File: config.mk
export PLATFORM = sky130hd
export DESIGN_NAME = phase_status_meter
export DESIGN_NICKNAME = d
export VERILOG_FILES = /design/src/rtl/phase_meter_pkg.sv /design/src/rtl/slot_counter.sv /design/src/rtl/marker_edge.sv /design/src/rtl/wrap_judge.sv /design/src/rtl/phase_status_meter.sv
export SDC_FILE = /design/constraint.sdc
export NUM_CORES = 1
export LEC_CHECK = 0
export BUFFER_PORTS_ARGS = -buffer_cell sky130_fd_sc_hd__buf_2
export CORE_MARGIN = 4
export CORE_UTILIZATION = 50
export DETAILED_ROUTE_END_ITERATION = 10
export GPL_ROUTABILITY_DRIVEN = 0
export HOLD_SLACK_MARGIN = 0.15
export PLACE_DENSITY = 0.73
export SKIP_CTS_REPAIR_TIMING = 1
export SLEW_MARGIN = 20
export SYNTH_ARGS = -nofsm -noshare
export SYNTH_HDL_FRONTEND = slang
export SYNTH_SLANG_ARGS = --single-unit
File: constraint.sdc
create_clock -name clk -period 3.7 [get_ports clk]
set_clock_uncertainty 0.15 [all_clocks]
set_input_delay 0.37 -clock clk [delete_from_list [all_inputs] [get_ports clk]]
set_output_delay 0.37 -clock clk [all_outputs]
set_load 0.01 [all_outputs]
File: src/rtl/phase_meter_pkg.sv
package phase_meter_pkg;

    typedef enum logic [1:0] {
        ST_ALIGN = 2'd0,
        ST_FIRST = 2'd1,
        ST_TRACK = 2'd2
    } meter_state_e;

endpackage

File: src/rtl/slot_counter.sv
// Local bit-slot position: zero in the frame-pulse cycle, +1 per clock after.
module slot_counter #(
    parameter int POS_W = 8
) (
    input  logic             clk,
    input  logic             rst_n,
    input  logic             frame_pulse_i,
    output logic [POS_W-1:0] cur_o
);
    logic [POS_W-1:0] pos_q;

    always_comb begin
        cur_o = frame_pulse_i ? '0 : pos_q;
    end

    always_ff @(posedge clk or negedge rst_n) begin
        if (!rst_n) begin
            pos_q <= '0;
        end else begin
            pos_q <= cur_o + POS_W'(1);
        end
    end
endmodule

File: src/rtl/marker_edge.sv
// Rising-edge detector on the received-frame marker.
module marker_edge (
    input  logic clk,
    input  logic rst_n,
    input  logic marker_i,
    output logic rise_o
);
    logic prev_q;

    always_ff @(posedge clk or negedge rst_n) begin
        if (!rst_n) begin
            prev_q <= 1'b0;
        end else begin
            prev_q <= marker_i;
        end
    end

    always_comb begin
        rise_o = marker_i && !prev_q;
    end
endmodule

File: src/rtl/wrap_judge.sv
// Decides whether the step from prev to cur crossed the frame boundary.
module wrap_judge #(
    parameter int POS_W = 8
) (
    input  logic [POS_W-1:0] prev_i,
    input  logic [POS_W-1:0] cur_i,
    output logic             wrap_o
);
    localparam logic [POS_W-1:0] HALF = POS_W'(1) << (POS_W - 1);

    logic [POS_W-1:0] rise_dist;
    logic [POS_W-1:0] fall_dist;

    always_comb begin
        rise_dist = cur_i - prev_i;
        fall_dist = prev_i - cur_i;
        if (cur_i > prev_i) begin
            wrap_o = rise_dist > HALF;
        end else begin
            wrap_o = fall_dist > HALF;
        end
    end
endmodule

File: src/rtl/phase_status_meter.sv
module phase_status_meter
    import phase_meter_pkg::*;
#(
    parameter  int CH_W  = 5,
    parameter  int BIT_W = 3,
    localparam int POS_W = CH_W + BIT_W
) (
    input  logic             clk,
    input  logic             rst_n,
    input  logic             frame_pulse_i,
    input  logic             marker_i,
    output logic [POS_W-1:0] phase_o,
    output logic             frame_cnt_o,
    output logic             valid_o
);
    meter_state_e     state_q;
    meter_state_e     state_d;
    logic [POS_W-1:0] cur_slot;
    logic             rise;
    logic             wrap;
    logic             take;

    slot_counter #(.POS_W(POS_W)) u_slot (
        .clk           (clk),
        .rst_n         (rst_n),
        .frame_pulse_i (frame_pulse_i),
        .cur_o         (cur_slot)
    );

    marker_edge u_edge (
        .clk      (clk),
        .rst_n    (rst_n),
        .marker_i (marker_i),
        .rise_o   (rise)
    );

    wrap_judge #(.POS_W(POS_W)) u_wrap (
        .prev_i (phase_o),
        .cur_i  (cur_slot),
        .wrap_o (wrap)
    );

    // State register
    always_ff @(posedge clk or negedge rst_n) begin
        if (!rst_n) begin
            state_q <= ST_ALIGN;
        end else begin
            state_q <= state_d;
        end
    end

    // Transitions
    always_comb begin
        state_d = state_q;
        unique case (state_q)
            ST_ALIGN: if (frame_pulse_i) state_d = ST_FIRST;
            ST_FIRST: if (rise)          state_d = ST_TRACK;
            ST_TRACK: state_d = ST_TRACK;
            default:  state_d = ST_ALIGN;
        endcase
    end

    always_comb begin
        take = rise && (state_q != ST_ALIGN);
    end

    // Outputs
    always_ff @(posedge clk or negedge rst_n) begin
        if (!rst_n) begin
            phase_o     <= '0;
            frame_cnt_o <= 1'b0;
            valid_o     <= 1'b0;
        end else begin
            valid_o <= take;
            if (take) begin
                phase_o <= cur_slot;
                if (state_q == ST_TRACK && wrap) begin
                    frame_cnt_o <= !frame_cnt_o;
                end
            end
        end
    end
endmodule

==> flow_summary.ini <==
[sta]
min_period_ps = 3020
finalHoldViolCount = 0
timing.final.crit_share_pct = 81.8
worstMarginPinSlew_ps = 450
totalNegativeSetupSlack_ps = 0
rsz0062_at_grt = no
slew_violations = 0
fmax_ghz = 0.331
setup_violations = 0
maxSlewHeadroom_pct = 69.2

[setup_path]
cpMaxStageDelayCell = or4_1
cp_slowest_stage_delay_ps = 510
path_delay_family = simple AND/OR/NAND/NOR gates
critPathLaunchType = register
rr_endpoint = frame_cnt_o
worstSetupPathType = reg -> reg
r2r-start = u_slot.pos_q[3]
crit_chain = nor2b_1 > inv_1 > ha_1 > nand3b_1 > a21o_1 > o221ai_1 > a211oi_1 > or4_1 > o22ai_1 > xor2_1
endpoint_kind = register
r2r_slack_ps = 680
path_buf_inv = 1
cp.required_ps = 3790
crit_arrival_ps = 3110
worstRegToRegCells = 10
path_max_fanout = 12

[job]
drv_cap = 0

[die]
core_area_um2 = 3080
die_area_um2 = 4210
io_pins = 14
initial_utilization_pct = 52.5
fp.dieW_um = 64.9
die_h_um = 64.9
row_count = 20

[drt]
num_vias = 1350
drt.antenna.violating_nets = 0
route.detailed.drc = 0
drt_iter0_drc = 112
post_drt_wl_per_cell_um = 14.2
first_pass_iters = 4
finalWirelength_um = 3440
avgViaCountPerCell = 5.58

[logic_synthesis]
ys_seq_area_share_pct = 32.5
syn_nets = 206
netlist_area_um2 = 1620
synth_seq_cells = 21
ys_warn_count = 0
syn_inst = 185
synth_edf_count = 0
synth_cell_types = 43
async_flop_share_pct = 100
synth-main-ff-cell = dfrtp_1
synth.avg_cell_area_um2 = 8.74

[power_and_ir_drop]
power_uw = 851
peakVddDrop_mv = 0.245
power_leakage_uw = 0.000841
powerDensity_nw_per_um2 = 485

[worst_hold_path]
min_from = frame_pulse_i
whs_endpoint = u_slot.pos_q[4]
worstHoldPathCells = 2
hp-class = in -> reg

[clock_network]
clock-sinks = 21
insertion_delay_ps = 320
cts_tree = yes
clk_pin_slew_ps = 140
cts-root-buf = clkbuf_4
numCtsBuffers = 3
clockBufferDepth = 2
htree_levels = 1

[layout]
synthToLayoutAreaGrowth_pct = 8.67
antenna-diode-count = 0
nets = 220
final_cell_mix = nand2_1, dfrtp_1, ha_1
final_common_cell = nand2_1
fin_area_um2 = 1760
fillers = 288
layout-drive-gt1-share_pct = 11.1

[global_route]
overflow = 0
grt_first_pass_wirelength_um = 5950
antenna_found_initial = 0
first_global_vias = 1266
grt_max_degree = 22
grt_util_all_layers_pct = 17.8

[placement]
dpl-instance-area_um2 = 1710
dpl.hpwl_um = 2640
io_buffers = 13

[run_status]
status = complete, no violations
## synth_stat cells, types with 2 or more instances
master     instances  area, µm²
nor4_1             3       18.8
nor2_1            10       37.5
o21ai_0           15       75.1
or3b_1             2       17.5
nor2b_1            4       25.0
o2111ai_1          2       17.5
nand2b_1          11       68.8
o21bai_1           2       15.0
inv_1             14       52.6
a21oi_1            6       30.0
clkbuf_1           5       18.8
o221ai_1           2       17.5
o21a_1             2       15.0
nand3_1            2       10.0
nand3b_1           3       22.5
nor3b_1            2       15.0
nand2_1           22       82.6
dfrtp_1           21        526
a21o_1             2       15.0
o22ai_1            2       12.5
xnor2_1            8       70.1
ha_1              17        213
nand4_1            3       18.8
xor2_1             5       43.8
o31a_1             2       17.5
## metrics by stage
step	util, %	cells	hold slack, ps	worst slack, ps
floorplan	-	185	-75.6	958
global placement	55.4	236	196	610
detailed placement	55.4	236	206	518
CTS	56.4	240	-155	688
global route	57.1	242	279	469
finish	57.1	242	257	675
## where the power goes
group / internal (µW) / switching, µW / total, µW
combinational: 198 / 238 / 436
clock: 41.3 / 77.9 / 119
sequential: 264 / 32.2 / 296
total: 503 / 348 / 851
## registers in the layout, summed over array words and instances, names as in the netlist
name           count
u_slot.pos_q       8
phase_o            8
state_q            2
valid_o            1
frame_cnt_o        1
u_edge.prev_q      1
## layout make-up
cell class | instances | area [µm²] | share of cell area, %
clock buffer | 3 | 22.5 | 1.28
inverter | 14 | 52.6 | 2.99
tap | 44 | 55.1 | 3.13
timing repair buffer | 15 | 85.1 | 4.84
multi-input combinational | 144 | 1010 | 57.4
clock inverter | 1 | 7.51 | 0.427
sequential | 21 | 526 | 29.9
## kinds of logic after synthesis
kind of cell	count (synthesis)	synth area share, %
AND/OR/NAND/NOR	68	22.6
AO/OA/AOI/OAI	44	18.3
flip-flops	21	32.5
buffers and inverters	20	5.11
adder cells (fa/ha/maj)	17	13.2
XOR/XNOR	13	7.04
multiplexers	2	1.32
## worst max path at each step
stage / slack (ps) / endpoint / startpoint / depth (start not counted)
2_1_floorplan: 960 / frame_cnt_o / frame_pulse_i / 11
3_3_place_gp: 610 / frame_cnt_o / frame_pulse_i / 11
3_5_place_dp: 520 / frame_cnt_o / frame_pulse_i / 11
4_1_cts: 690 / frame_cnt_o / u_slot.pos_q[3] / 10
5_1_grt: 470 / frame_cnt_o / u_slot.pos_q[3] / 10
6_report: 680 / frame_cnt_o / u_slot.pos_q[3] / 10
## worst reg2reg max path: stages, from the launching register on
cell      delay, ps
dfrtp_1         400
nor2b_1         240
inv_1            90
ha_1            500
nand3b_1        120
a21o_1          220
o221ai_1        300
a211oi_1        120
or4_1           510
o22ai_1         150
xor2_1          150
## routing by layer
metal / track usage [%] / part of all wire, %
met5: 0 / 0
met4: 3.96 / 1.1
met3: 1.56 / 2.9
met2: 30.1 / 49
met1: 24.7 / 47
Power figures use the tool's default switching activity.
